[config.mk]
export PLATFORM = sky130hd
export DESIGN_NAME = edge_filter_cmp
export DESIGN_NICKNAME = d
export VERILOG_FILES = /design/src/rtl/cfi_pkg.sv /design/src/rtl/cfi_sync.sv /design/src/rtl/cfi_tick.sv /design/src/rtl/cfi_vote.sv /design/src/rtl/cfi_flags.sv /design/src/rtl/edge_filter_cmp.sv
export SDC_FILE = /design/constraint.sdc
export NUM_CORES = 1
export LEC_CHECK = 0
export ABC_AREA = 1
export ABC_CLOCK_PERIOD_IN_PS = 3000
export CAP_MARGIN = 5
export CORE_ASPECT_RATIO = 0.9
export CORE_UTILIZATION = 40
export DETAILED_ROUTE_END_ITERATION = 8
export SETUP_SLACK_MARGIN = 0.1
export SLEW_MARGIN = 20
export SYNTH_ARGS = -nofsm -noshare
export SYNTH_HDL_FRONTEND = slang
export SYNTH_SLANG_ARGS = --single-unit
[constraint.sdc]
create_clock -name clk -period 3 [get_ports clk]
set_clock_uncertainty 0.1 [all_clocks]
set_input_delay 0.6 -clock clk [delete_from_list [all_inputs] [get_ports clk]]
set_output_delay 0.6 -clock clk [all_outputs]
set_load 0.02 [all_outputs]
[src/rtl/cfi_pkg.sv]
package cfi_pkg;
  localparam int ADR_CTRL = 0;
  localparam int ADR_PER  = 1;
  localparam int ADR_STAT = 2;

  localparam int CTRL_EXT = 0;
  localparam int CTRL_RIE = 1;
  localparam int CTRL_FIE = 2;

  localparam int STAT_RF  = 0;
  localparam int STAT_FF  = 1;
  localparam int STAT_LVL = 2;

  typedef struct packed {
    logic fie;
    logic rie;
    logic ext;
  } ctrl_t;
endpackage

[src/rtl/cfi_sync.sv]
module cfi_sync #(
  parameter int STAGES = 2
) (
  input  logic clk,
  input  logic rst_n,
  input  logic d,
  output logic q
);
  logic [STAGES-1:0] ff_q;
  logic [STAGES-1:0] ff_d;

  generate
    if (STAGES == 1) begin : g_one
      assign ff_d = d;
    end else begin : g_chain
      assign ff_d = {ff_q[STAGES-2:0], d};
    end
  endgenerate

  always_ff @(posedge clk or negedge rst_n) begin
    if (!rst_n) ff_q <= '0;
    else        ff_q <= ff_d;
  end

  assign q = ff_q[STAGES-1];
endmodule

[src/rtl/cfi_tick.sv]
module cfi_tick #(
  parameter int PER_W = 8
) (
  input  logic             clk,
  input  logic             rst_n,
  input  logic             ext_mode,
  input  logic [PER_W-1:0] period,
  input  logic             restart,
  input  logic             strobe,
  output logic             tick,
  output logic             bypass
);
  logic [PER_W-1:0] cnt_q, cnt_d;
  logic [PER_W-1:0] last;
  logic             wrap;

  assign last   = period - {{(PER_W-1){1'b0}}, 1'b1};
  assign bypass = !ext_mode && (period == '0);
  assign wrap   = !ext_mode && !bypass && (cnt_q == last);
  assign tick   = ext_mode ? strobe : wrap;

  always_comb begin
    cnt_d = cnt_q + {{(PER_W-1){1'b0}}, 1'b1};
    if (restart || ext_mode || bypass || wrap) cnt_d = '0;
  end

  always_ff @(posedge clk or negedge rst_n) begin
    if (!rst_n) cnt_q <= '0;
    else        cnt_q <= cnt_d;
  end
endmodule

[src/rtl/cfi_vote.sv]
module cfi_vote #(
  parameter int RUN_LEN = 3
) (
  input  logic clk,
  input  logic rst_n,
  input  logic din,
  input  logic tick,
  input  logic bypass,
  output logic dout
);
  localparam int RW = $clog2(RUN_LEN + 1);

  logic [RW-1:0] run_q, run_d;
  logic          out_q, out_d;

  always_comb begin
    run_d = run_q;
    out_d = out_q;
    if (bypass) begin
      out_d = din;
      run_d = '0;
    end else if (tick) begin
      if (din == out_q) begin
        run_d = '0;
      end else if (run_q == RW'(RUN_LEN - 1)) begin
        out_d = din;
        run_d = '0;
      end else begin
        run_d = run_q + {{(RW-1){1'b0}}, 1'b1};
      end
    end
  end

  always_ff @(posedge clk or negedge rst_n) begin
    if (!rst_n) begin
      run_q <= '0;
      out_q <= 1'b0;
    end else begin
      run_q <= run_d;
      out_q <= out_d;
    end
  end

  assign dout = out_q;
endmodule

[src/rtl/cfi_flags.sv]
module cfi_flags (
  input  logic clk,
  input  logic rst_n,
  input  logic lvl,
  input  logic clr_rise,
  input  logic clr_fall,
  input  logic en_rise,
  input  logic en_fall,
  output logic rise_flag,
  output logic fall_flag,
  output logic irq
);
  logic prev_q;
  logic rf_q, rf_d, ff_q, ff_d;
  logic ev_rise, ev_fall;

  assign ev_rise = lvl && !prev_q;
  assign ev_fall = !lvl && prev_q;

  always_comb begin
    rf_d = ev_rise || (rf_q && !clr_rise);
    ff_d = ev_fall || (ff_q && !clr_fall);
  end

  always_ff @(posedge clk or negedge rst_n) begin
    if (!rst_n) begin
      prev_q <= 1'b0;
      rf_q   <= 1'b0;
      ff_q   <= 1'b0;
    end else begin
      prev_q <= lvl;
      rf_q   <= rf_d;
      ff_q   <= ff_d;
    end
  end

  assign rise_flag = rf_q;
  assign fall_flag = ff_q;
  assign irq       = (rf_q && en_rise) || (ff_q && en_fall);
endmodule

[src/rtl/edge_filter_cmp.sv]
module edge_filter_cmp
  import cfi_pkg::*;
#(
  parameter int PER_W       = 8,
  parameter int SYNC_STAGES = 2,
  parameter int RUN_LEN     = 3,
  parameter int ADDR_W      = 2,
  parameter int DATA_W      = 8
) (
  input  logic              clk,
  input  logic              rst_n,
  input  logic              cmp_raw,
  input  logic              sample_strobe,
  input  logic              reg_wr,
  input  logic [ADDR_W-1:0] reg_addr,
  input  logic [DATA_W-1:0] reg_wdata,
  output logic [DATA_W-1:0] reg_rdata,
  output logic              filt_out,
  output logic              irq
);
  logic             rst_int_n;
  logic             sync_lvl;
  logic             tick, bypass;
  ctrl_t            ctrl_q, ctrl_d;
  logic [PER_W-1:0] per_q, per_d;
  logic             wr_ctrl, wr_per, wr_stat;
  logic             clr_rise, clr_fall;
  logic             rise_flag, fall_flag;
  logic             mode_ext, en_rise, en_fall;

  cfi_sync #(.STAGES(2)) u_rst_sync (
    .clk(clk), .rst_n(rst_n), .d(1'b1), .q(rst_int_n)
  );

  cfi_sync #(.STAGES(SYNC_STAGES)) u_in_sync (
    .clk(clk), .rst_n(rst_int_n), .d(cmp_raw), .q(sync_lvl)
  );

  assign wr_ctrl  = reg_wr && (reg_addr == ADDR_W'(ADR_CTRL));
  assign wr_per   = reg_wr && (reg_addr == ADDR_W'(ADR_PER));
  assign wr_stat  = reg_wr && (reg_addr == ADDR_W'(ADR_STAT));
  assign clr_rise = wr_stat && reg_wdata[STAT_RF];
  assign clr_fall = wr_stat && reg_wdata[STAT_FF];

  always_comb begin
    ctrl_d = ctrl_q;
    per_d  = per_q;
    if (wr_ctrl) begin
      ctrl_d.ext = reg_wdata[CTRL_EXT];
      ctrl_d.rie = reg_wdata[CTRL_RIE];
      ctrl_d.fie = reg_wdata[CTRL_FIE];
    end
    if (wr_per) per_d = reg_wdata[PER_W-1:0];
  end

  always_ff @(posedge clk or negedge rst_int_n) begin
    if (!rst_int_n) begin
      ctrl_q <= '0;
      per_q  <= '0;
    end else begin
      ctrl_q <= ctrl_d;
      per_q  <= per_d;
    end
  end

  assign mode_ext = ctrl_q.ext;
  assign en_rise  = ctrl_q.rie;
  assign en_fall  = ctrl_q.fie;

  cfi_tick #(.PER_W(PER_W)) u_tick (
    .clk(clk), .rst_n(rst_int_n), .ext_mode(mode_ext), .period(per_q),
    .restart(wr_per), .strobe(sample_strobe), .tick(tick), .bypass(bypass)
  );

  cfi_vote #(.RUN_LEN(RUN_LEN)) u_vote (
    .clk(clk), .rst_n(rst_int_n), .din(sync_lvl), .tick(tick),
    .bypass(bypass), .dout(filt_out)
  );

  cfi_flags u_flags (
    .clk(clk), .rst_n(rst_int_n), .lvl(filt_out),
    .clr_rise(clr_rise), .clr_fall(clr_fall),
    .en_rise(en_rise), .en_fall(en_fall),
    .rise_flag(rise_flag), .fall_flag(fall_flag), .irq(irq)
  );

  always_comb begin
    reg_rdata = '0;
    case (reg_addr)
      ADDR_W'(ADR_CTRL): begin
        reg_rdata[CTRL_EXT] = ctrl_q.ext;
        reg_rdata[CTRL_RIE] = ctrl_q.rie;
        reg_rdata[CTRL_FIE] = ctrl_q.fie;
      end
      ADDR_W'(ADR_PER):  reg_rdata[PER_W-1:0] = per_q;
      ADDR_W'(ADR_STAT): begin
        reg_rdata[STAT_RF]  = rise_flag;
        reg_rdata[STAT_FF]  = fall_flag;
        reg_rdata[STAT_LVL] = filt_out;
      end
      default: reg_rdata = '0;
    endcase
  end
endmodule

Word level (Yosys, flattened, before mapping)

Index checks and enable logic that the tools add are counted.

Reductions and logical operators: 31
Multiplexer cells: 12
Add/subtract/negate cells: 3
Equal/unequal tests: 6

Operators with widths:

| cell                | number |
|---|---|
| $logic_and 1x1->1   | 14 |
| $pmux 3 s3          | 1 |
| $add 8x1->8 const B | 1 |
| $eq 8x8->1          | 1 |
| $logic_not 8->1     | 1 |
| $mux 2              | 4 |
| $mux 8              | 1 |
| $sub 8x1->8 const B | 1 |
| $logic_not 1->1     | 6 |
| $logic_or 1x1->1    | 6 |
| $mux 1              | 5 |
| $mux 5              | 1 |
| $eq 2x2->1 const B  | 2 |
| $reduce_bool 2->1   | 2 |
| $reduce_and 3->1    | 1 |
| $add 2x1->2 const B | 1 |
| $eq 2x1->1 const B  | 1 |
| $logic_not 2->1     | 1 |
| $ne 2x2->1 const B  | 1 |
| $eq 1x1->1          | 1 |

Word-level logic and storage cells: 64
Register bits: 29

Longest topological paths before layout

Gate-level depths: netlist of run 1.

Depth in word-level cells: 8
Depth in mapped cells: 16

By module

A second synthesis of run 1 with hierarchy kept.

Cell total of the unflattened synthesis: 250
Area total of the unflattened synthesis: 1766.7 um^2

Modules (own cells, without submodules):

| module          | sequential area each (um^2) | cells each | times used | area an instance (um^2) |
|---|---|---|---|---|
| cfi_tick        | 200.2                       | 122        | 1          | 737.0 |
| edge_filter_cmp | 275.3                       | 83         | 1          | 629.4 |
| cfi_vote        | 75.1                        | 25         | 1          | 176.4 |
| cfi_flags       | 75.1                        | 16         | 1          | 123.9 |
| cfi_sync        | 50.0                        | 2          | 2          | 50.0 |

Worst setup path before layout of run 1

No wires, ideal clock.

Path kind: input-to-output
From: input port reg_addr[0]
To: output port reg_rdata[0]
Path buffers: 0
Data required time: 2.300 ns
Cell stages on the path: 4
Data arrival time: 1.274 ns
Slack: 1.026 ns
Cell sequence: inv_1 nor2_1 inv_1 o211ai_1

Cells in the longest elaborated chain, start to end: 2

RTL lines:

| element                                  | line                  | text |
|---|---|---|
| start, declared                          | edge_filter_cmp.sv:15 | `input logic [ADDR_W-1:0] reg_addr,` |
| $eq 2x2->1, or another cell as far along | edge_filter_cmp.sv:89 | `case (reg_addr)` |
| $pmux 3 s3 (*)                           | edge_filter_cmp.sv:89 |  |
| end, declared                            | edge_filter_cmp.sv:17 | `output logic [DATA_W-1:0] reg_rdata,` |

Every way passes the cells marked *; elsewhere a longest branch is shown, timed or not.

Final worst setup path of run 1

Ends and elaborated chain as after synthesis.

==> results of run 1 <==
-- worst max-delay path, delay by kind of cell --
| family | cells | cell delay (ns) |
|---|---|---|
| buffers and inverters | 4 | 1.04 |
| AO/OA/AOI/OAI | 1 | 0.19 |
| AND/OR/NAND/NOR | 1 | 0.11 |
-- cell usage in the layout, fill, tap and decap left out, types with 4 or more instances in the layout --
master and instances:
nand3_1 13, buf_4 4, clkdlybuf4s50_1 16, clkbuf_8 5, nor2_2 5, dfrtp_1 29
dlymetal6s2s_1 5, xor2_1 6, inv_1 26, a21oi_1 6, o21ai_0 10, nand2_1 62
nor2_1 32, inv_2 5
-- routing by layer --
layer,vias to the layer above,part of all wire
met2,30,0.43
met3,8,0.050
met5,-,0
met4,0,0.021
met1,618,0.50
li1,733,-
-- metrics by stage --
stage | power [uW] | worst slack, ns | hold slack [ns] | util | instances
5_1_grt | 1480 | 0.194 | 0.185 | 0.545 | 296
4_1_cts | 1400 | 0.151 | 0.158 | 0.542 | 296
2_1_floorplan | 782 | 1.03 | 0.204 | - | 215
3_3_place_gp | 904 | 0.0939 | 0.153 | 0.507 | 288
6_report | 1380 | 0.358 | 0.138 | 0.545 | 296
3_5_place_dp | 910 | 0.0805 | 0.149 | 0.507 | 288
-- flip-flops by register name (all words and copies together), names as in the netlist, 2 cells and up --
register	count
u_rst_sync.ff_q	2
u_vote.run_q	2
per_q	8
u_tick.cnt_q	8
u_in_sync.ff_q	2
-- what timing repair did --
action                     in CTS  in global routing
setup endpoints to repair       3                  5
buffers inserted                0                  0
resized for setup               3                  5
pin swaps                       0                  0
-- where the power goes --
| group | total [uW] | switching (uW) | leakage [uW] | internal [uW] |
|---|---|---|---|---|
| Clock | 485 | 155 | 0.0000681 | 330 |
| Combinational | 367 | 215 | 0.000647 | 152 |
| Sequential | 528 | 63.1 | 0.000362 | 464 |
-- kinds of logic (layout without fill, tap and decap cells) --
family / count (synthesis) / count (layout)
AOI/OAI and AO/OA: 23 / 23
xor gates and xnor gates: 7 / 7
adders and majority gates: 2 / 2
buffers and inverters: 32 / 67
DFF: 29 / 29
other: 1 / 1
and+or+nand+nor: 121 / 121
-- path summary, 6_finish.rpt --
path,start,to,slack (ns)
max,reg_addr[0],reg_rdata[0],0.36
min,u_rst_sync.ff_q[1],u_flags.prev_q,0.14
min in group clk,u_rst_sync.ff_q[0],u_rst_sync.ff_q[1],0.24
min reg2reg,u_rst_sync.ff_q[1],u_flags.prev_q,0.14
max reg2reg,per_q[0],u_tick.cnt_q[2],1.04
max in group asynchronous,rst_n,u_rst_sync.ff_q[0],2.30
-- final cells by class --
cell class                      instances  share of cell area
Tap cell                               46              0.0281
Timing Repair Buffer                   28               0.136
Clock inverter                          3              0.0317
Sequential cell                        29               0.354
Inverter                               31              0.0568
Multi-Input combinational cell        154               0.360
Clock buffer                            5              0.0336
==> reports/qor.csv, run 1 <==
stage,metric,value,unit
outcome,status,completed,
yosys,synth top area cells,"dfrtp_1 46%, nand2_1 15%, nor2_1 7.6%",
floorplan,Starting Density,0.421,
yosys,complex-gate fraction of the synthesized area,0.0798,
timing,Final Cycle Share,0.881,
detailed_routing,routed length per placed instance,11.2,um
timing,endpoints failing hold,0,
floorplan,boundary pin count,25,
detailed_routing,First-pass DRT Iterations,4,
floorplan,die width,68.3,um
grt,vias in the first global route,1268,
timing,Final Slew Violations,0,
yosys,most frequent cells after synthesis,"62 x nand2_1, 32 x nor2_1, 29 x dfrtp_1",
setup_path,crit path launch type,input port,
clock_network,clock slew at reported path FFs,0.07,ns
grt,first-pass GRT wire length,5.75,mm
final_layout,final net count,266,
pwr,P_leak,0.00108,uW
yosys,Synth Flop Type,dfrtp_1,
detailed_routing,DRT iter0 DRCs,64,
detailed_routing,Via density,4.69,
clock_network,CTS tree,yes,
setup_path,worst path required time,2.30,ns
yosys,cells after synthesis,215,
final_layout,fillers,362,
clock_network,Clock H-tree levels,2,
clock_network,Root Driver,clkbuf_8,
setup_path,slowest stage cell on the critical path,clkdlybuf4s50_1,
final_layout,area delta synth->final,29.5,%
grt,GRT overflow,0,
setup_path,critical path peak fanout,8,
grt,largest net degree at the start of global routing,28,
timing,RSZ-0062 raised after global routing,false,
place,GPL Wtd Cong,0.819,
final_layout,Register Area,726,um^2
grt,initial antenna violation count,0,
floorplan,Die Y,61.7,um
setup_path,CP Capture Type,output pin,
detailed_routing,post-route DRC violation count,0,
clock_network,clock buffer depth,2,
yosys,top cell type by total area after synthesis,dfrtp_1,
grt,busiest layer in global routing,met2,
setup_path,critical path cell sequence,clkdlybuf4s50_1 > inv_1 > nor2_1 > inv_1 > o211ai_1 > dlygate4sd2_1,
yosys,Post-Synth Simple-Gate Area,0.329,
detailed_routing,ANT nets after route,0,
yosys,Netlist Area Pre-Place,0.00158,mm^2
yosys,asr flop ratio synth,1.00,
yosys,Syn Nets,232,
yosys,Avg Synthesized Cell Area,7.36,um^2
setup_path,kind of critical path,input port to output pin,
setup_path,R2R cell count,14,
clock_network,CTS Sinks,29,
pwr,Max IR drop VDD,0.391,mV
final_layout,Final Cell Area,0.00205,mm^2
setup_path,biggest cell delay along the critical path,0.48,ns
floorplan,Core Region,0.00376,mm^2
clock_network,hold buffers post-CTS,0,
place,IO Port Bufs,24,
timing,final worst path period need,2.64,ns
timing,f_max,379,MHz
job,MaxCap Viol Count,0,
yosys,xor/xnor cell area share of the yosys netlist,0.0387,
yosys,Post-synth EDFFs,0,
place,detailed placement HPWL,2.48,mm
setup_path,WP data arrival,1.94,ns
final_layout,n_diodes,0,
final_layout,Multi-input gate area,737,um^2
floorplan,Core Rows,21,
grt,met1 Usage GRT,0.267,
timing,Setup TNS,0,ns
yosys,most common cell in the synthesized netlist,nand2_1,
yosys,yosys warns,0,
pwr,power density cells,673,mW/mm^2
yosys,"Seq/Total Area, Yosys",0.458,
final_layout,share of cells above drive strength 1,0.112,
yosys,post-synthesis mux area share,0,
yosys,Yosys top cell area share,0.458,
clock_network,"Clk Latency, worst-skew pair",0.29,ns
timing,Final Setup Violations,0,
setup_path,cell repeated most along the worst path,inv_1,
floorplan,die area,0.00421,mm^2
place,DP Area,0.00191,mm^2
grt,M3 GR Usage,0.0611,
clock_network,TritonCTS Buffers,5,
yosys,Cell variety after synth,24,
detailed_routing,via count,1389,
detailed_routing,Post-Route WL,3.32,mm
yosys,largest family of logic cells by synthesized area,simple AND/OR/NAND/NOR gates,
grt,Overall Global Routing Usage,0.194,
grt,M2 GR Usage,0.280,
yosys,Synth Register Bits,29,
yosys,post-synthesis adder-cell area fraction,0.0158,
hold_path,Hold Path Class,flop to asynchronous set/reset pin,
Note: power is estimated with default switching activity, not from simulation.
==> run 2, diff against run 1 <==
- DONT_BUFFER_PORTS: default -> 1
==> reports/qor.csv, run 2 (same netlist as run 1, synthesis figures left out) <==
stage,metric,value,unit,change
outcome,status,completed,,
clock_network,postcts setup bufs,0,,unchanged
floorplan,die area,0.00421,mm^2,unchanged
place,DP Area,0.00164,mm^2,-14%
timing,Final Setup Violations,0,,unchanged
detailed_routing,routed length per placed instance,11.9,um,+6.1%
grt,vias in the first global route,1231,,-2.9%
setup_path,critical path peak fanout,8,,unchanged
pwr,P_leak,0.000875,uW,-19%
grt,largest net degree at the start of global routing,20,,-29%
floorplan,Die Y,61.7,um,unchanged
setup_path,worst path required time,2.30,ns,about the same
timing,Final Slew Violations,0,,unchanged
clock_network,clock buffer depth,2,,unchanged
detailed_routing,DRT iter0 DRCs,34,,-47%
pwr,power density cells,680,mW/mm^2,+1.1%
grt,first-pass GRT wire length,5.50,mm,-4.4%
floorplan,die width,68.3,um,unchanged
grt,Overall Global Routing Usage,0.188,,-0.00601
floorplan,Core Region,0.00376,mm^2,unchanged
detailed_routing,via count,1293,,-6.9%
floorplan,Core Rows,21,,unchanged
final_layout,Final Cell Area,0.00176,mm^2,-14%
detailed_routing,First-pass DRT Iterations,4,,unchanged
final_layout,n_diodes,0,,unchanged
setup_path,WP data arrival,1.42,ns,-0.52 ns
detailed_routing,Via density,4.79,,+2.1%
setup_path,CP Capture Type,output pin,,
timing,endpoints failing hold,0,,unchanged
clock_network,Clock H-tree levels,2,,unchanged
grt,GRT overflow,0,,unchanged
clock_network,clock slew at reported path FFs,0.06,ns,about the same
hold_path,Hold Path Class,flop to asynchronous set/reset pin,,
timing,Worst-Margin Slew,0.801,ns,
timing,RSZ-0062 raised after global routing,false,,
final_layout,top flop regs,"per_q (8), u_tick.cnt_q (8)",,
timing,Slew headroom,0.466,,
clock_network,CTS Sinks,29,,unchanged
final_layout,share of cells above drive strength 1,0.112,,-0.000393
place,GPL Wtd Cong,0.831,,+1.5%
final_layout,Final Core Density,0.467,,-0.0783
clock_network,CTS tree,yes,,
floorplan,Starting Density,0.421,,unchanged
clock_network,hold buffers post-CTS,1,,+1
timing,Setup TNS,0,ns,unchanged
clock_network,TritonCTS Buffers,5,,unchanged
final_layout,most frequent cells in the layout,"62 x nand2_1, 32 x nor2_1, 29 x dfrtp_1, 26 x inv_1, 13 x nand3_1",,
place,detailed placement HPWL,2.44,mm,-1.5%
detailed_routing,ANT nets after route,0,,unchanged
timing,final worst path period need,2.12,ns,-0.525 ns
job,MaxCap Viol Count,0,,unchanged
final_layout,final net count,240,,-9.8%
final_layout,"commonest non-fill, non-tap cell in the layout",nand2_1,,
setup_path,crit path launch type,input port,,
place,IO Port Bufs,0,,-100%
clock_network,Root Driver,clkbuf_8,,
detailed_routing,post-route DRC violation count,0,,unchanged
timing,Final Cycle Share,0.706,,-0.175
floorplan,boundary pin count,25,,unchanged
timing,f_max,472,MHz,+25%
clock_network,"Clk Latency, worst-skew pair",0.28,ns,about the same
clock_network,cts repair resizes,0,,-3
detailed_routing,Post-Route WL,3.22,mm,-3.2%
setup_path,kind of critical path,input port to output pin,,
final_layout,area delta synth->final,10.9,%,
grt,initial antenna violation count,0,,unchanged
pwr,Max IR drop VDD,0.373,mV,-4.6%
[run 2: cell count changes in the layout (fill, tap and decap cells not counted)]
cell,before,now
buf_4,4,1
bufinv_16,2,0
clkbuf_8,5,7
clkdlybuf4s50_1,16,0
dlygate4sd2_1,3,0
dlygate4sd3_1,0,1
dlymetal6s2s_1,5,0
[run 2: metrics by stage]
step	total power [uW]	hold slack [ns]	instances	setup WS (ns)
after floorplan	782	0.204	215	1.03
after global placement	846	0.204	261	0.934
after detailed placement	848	0.204	261	0.893
after CTS	1210	0.236	270	0.893
after global routing	1290	0.230	270	0.811
final	1190	0.235	270	0.883
[run 2: metal layers]
metal,vias up,GRT usage,wire [um]
met2,29,0.286,1360
met3,5,0.0500,123
met4,0,0.0893,53
met5,-,0,0
li1,680,-,-
met1,579,0.249,1680
[run 2: power breakdown]
part	total [uW]	internal (uW)	switching, uW
logic	302	108	194
registers	538	464	73.2
clock network	354	207	148
total	1190	779	415
[run 2: cell type report]
cell class | instances | area, um^2
clock buffers | 7 | 96.3
inverters | 31 | 116
clock inverters | 1 | 5.00
multi-input cells | 154 | 737
repair buffers | 2 | 17.5
flip-flops and latches | 29 | 726
well taps | 46 | 57.6
fillers | 388 | 2000
[run 2: critical path, stage by stage]
cell	delay (ns)
inv_1	0.06
nor2_1	0.12
inv_1	0.17
o211ai_1	0.47
[run 2: final timing paths]
path | from | slack, ns | endpoint | depth (start not counted)
worst min register to register | u_rst_sync.ff_q[1] | 0.24 | u_flags.rise_flag | 0
min in group clk | cmp_raw | 0.25 | u_in_sync.ff_q[0] | 0
worst min-delay path | u_rst_sync.ff_q[1] | 0.24 | u_flags.rise_flag | 0
worst max-delay path | reg_addr[0] | 0.88 | reg_rdata[0] | 4
max in group asynchronous | u_rst_sync.ff_q[1] | 1.92 | u_tick.cnt_q[4] | 1
worst max register to register | per_q[0] | 1.07 | u_vote.dout | 15
==> run 3, diff against run 2 <==
- ABC_CLOCK_PERIOD_IN_PS: 3000 -> 1700
- clock period: 3 -> 1.7 ns (I/O delays scaled with it)
==> reports/qor.csv, run 3 (same netlist as run 1, synthesis figures left out) <==
stage,metric,value,unit,change
final_layout,fin cells,283,,+4.8%
place,GPL Wtd Cong,0.826,,-0.55%
clock_network,Root Driver,clkbuf_8,,
final_layout,n_diodes,0,,unchanged
grt,GRT overflow,0,,unchanged
pwr,P_leak,0.000935,uW,+6.9%
detailed_routing,routed length per placed instance,11.5,um,-3.4%
grt,first-pass GRT wire length,5.33,mm,-3.0%
timing,RSZ-0062 raised after global routing,true,,
place,Post-Place Cells,273,,+4.6%
final_layout,share of cells above drive strength 1,0.194,,+0.0825
timing,Final Setup Violations,3,,+3
detailed_routing,Post-Route WL,3.26,mm,+1.2%
detailed_routing,DRT iter0 DRCs,71,,+110%
place,IO Port Bufs,0,,unchanged
pwr,power density cells,1140,mW/mm^2,+68%
hold_path,Hold Path Class,input port to flop,,
clock_network,CTS Sinks,29,,unchanged
place,detailed placement HPWL,2.50,mm,+2.4%
timing,Setup WS post-layout,-0.0248,ns,-0.908 ns
final_layout,Multi-input gate area,766,um^2,+3.9%
hold_path,hold depth,2,,
clock_network,clock slew at reported path FFs,0.06,ns,about the same
floorplan,Starting Density,0.421,,unchanged
detailed_routing,First-pass DRT Iterations,4,,unchanged
outcome,failing checks,negative setup slack,,
final_layout,Final Core Density,0.500,,+0.0326
setup_path,CP Capture Type,flop,,
job,MaxCap Viol Count,0,,unchanged
final_layout,final net count,254,,+5.8%
timing,endpoints failing hold,0,,unchanged
final_layout,fillers,385,,-0.77%
final_layout,top flop regs,"per_q (8), u_tick.cnt_q (8)",,
timing,Setup TNS,-0.0346,ns,-0.0346 ns
detailed_routing,post-route DRC violation count,0,,unchanged
grt,Overall Global Routing Usage,0.178,,-0.0102
clock_network,clock buffer depth,2,,unchanged
floorplan,Core Rows,21,,unchanged
grt,largest net degree at the start of global routing,28,,+40%
timing,f_max,580,MHz,
setup_path,kind of critical path,flop to flop,,
final_layout,Register Area,727,um^2,+0.17%
setup_path,WP data arrival,1.79,ns,+0.37 ns
clock_network,"Clk Latency, worst-skew pair",0.27,ns,about the same
outcome,status,"finished, violations left",,
clock_network,CTS tree,yes,,
grt,vias in the first global route,1209,,-1.8%
floorplan,boundary pin count,25,,unchanged
pwr,Max IR drop VDD,0.513,mV,+38%
setup_path,crit path launch type,flop,,
setup_path,critical path peak fanout,6,,-2
floorplan,Core Region,0.00376,mm^2,unchanged
grt,initial antenna violation count,0,,unchanged
floorplan,die width,68.3,um,unchanged
floorplan,die area,0.00421,mm^2,unchanged
floorplan,Die Y,61.7,um,unchanged
final_layout,most frequent cells in the layout,"59 x nand2_1, 32 x nor2_1, 28 x dfrtp_1, 23 x inv_1, 14 x buf_4",,
detailed_routing,ANT nets after route,0,,unchanged
timing,Final Slew Violations,0,,unchanged
timing,Final Cycle Share,1.01,,
setup_path,worst path required time,1.76,ns,-0.54 ns
final_layout,area delta synth->final,18.7,%,
setup_path,R2R cell count,13,,-2
detailed_routing,via count,1334,,+3.2%
clock_network,Clock H-tree levels,2,,unchanged
timing,final worst path period need,1.72,ns,
final_layout,"commonest non-fill, non-tap cell in the layout",nand2_1,,
clock_network,TritonCTS Buffers,5,,unchanged
detailed_routing,Via density,4.71,,-1.6%
[run 3: cell types whose count changed in the layout (fill, tap and decap cells not counted), moves of 3 or more]
cell	before	now
buf_4	1	14
inv_1	26	23
inv_2	5	8
nand2_1	62	59
nand2_2	1	4
[run 3: timing repair]
action	4_1_cts	5_1_grt
hold buffers	2	0
buffers inserted	0	1
pin swaps	2	2
endpoints found under the setup margin	13	14
hold endpoints to repair	3	0
gates resized for setup	2	6
[run 3: worst max-delay path, cell delays in order, from the launching register on]
cell     delay, ns
dfrtp_1       0.39
inv_2         0.08
buf_4         0.10
nand2_1       0.08
nor2_2        0.18
nand3_1       0.10
nand2_1       0.08
nand2_1       0.06
nor2_2        0.11
nand2_2       0.09
nand2_4       0.11
nand2_2       0.05
nand2_1       0.05
nand2_1       0.04
[run 3: where the power goes]
| part | switching (uW) | total (uW) | internal [uW] |
|---|---|---|---|
| clock | 246 | 567 | 321 |
| sequential | 122 | 943 | 821 |
| combinational | 380 | 630 | 250 |
[run 3: through the flow]
| step | total power (uW) | hold WS (ns) | setup WS [ns] | cell area [um^2] |
|---|---|---|---|---|
| global placement | 1560 | -0.0556 | 0.0183 | 1750 |
| floorplan | 1390 | -0.0556 | 0.0202 | 1600 |
| global route | 2290 | 0.119 | -0.198 | 1880 |
| detailed placement | 1560 | -0.0555 | 0.0118 | 1750 |
| finish | 2140 | 0.126 | -0.0248 | 1880 |
| CTS | 2140 | 0.122 | 0.00615 | 1850 |
[run 3: final timing paths]
check | slack (ns) | startpoint | endpoint
min in group asynchronous | 0.15 | u_rst_sync.ff_q[1] | mode_ext
max in group asynchronous | 1.08 | u_rst_sync.ff_q[1] | u_vote.dout
min | 0.13 | reg_wdata[6] | per_q[6]
max reg2reg | -0.02 | per_q[1] | u_vote.dout
max | -0.02 | per_q[1] | u_vote.dout
min reg2reg | 0.15 | u_rst_sync.ff_q[1] | mode_ext
[run 3: final cells by class]
cell class / count / area share
Sequential cell: 29 / 0.387
Tap cell: 46 / 0.0306
Inverter: 31 / 0.0620
Multi-Input combinational cell: 154 / 0.408
Timing Repair Buffer: 16 / 0.0666
Clock buffer: 7 / 0.0460
[run 3: metal layers]
| layer | up-vias | wire, um | global-route usage |
|---|---|---|---|
| met2 | 24 | 1420 | 0.266 |
| met5 | - | 0 | 0 |
| met3 | 2 | 164 | 0.0481 |
| met1 | 592 | 1660 | 0.250 |
| li1 | 716 | - | - |
| met4 | 0 | 18 | 0.0536 |
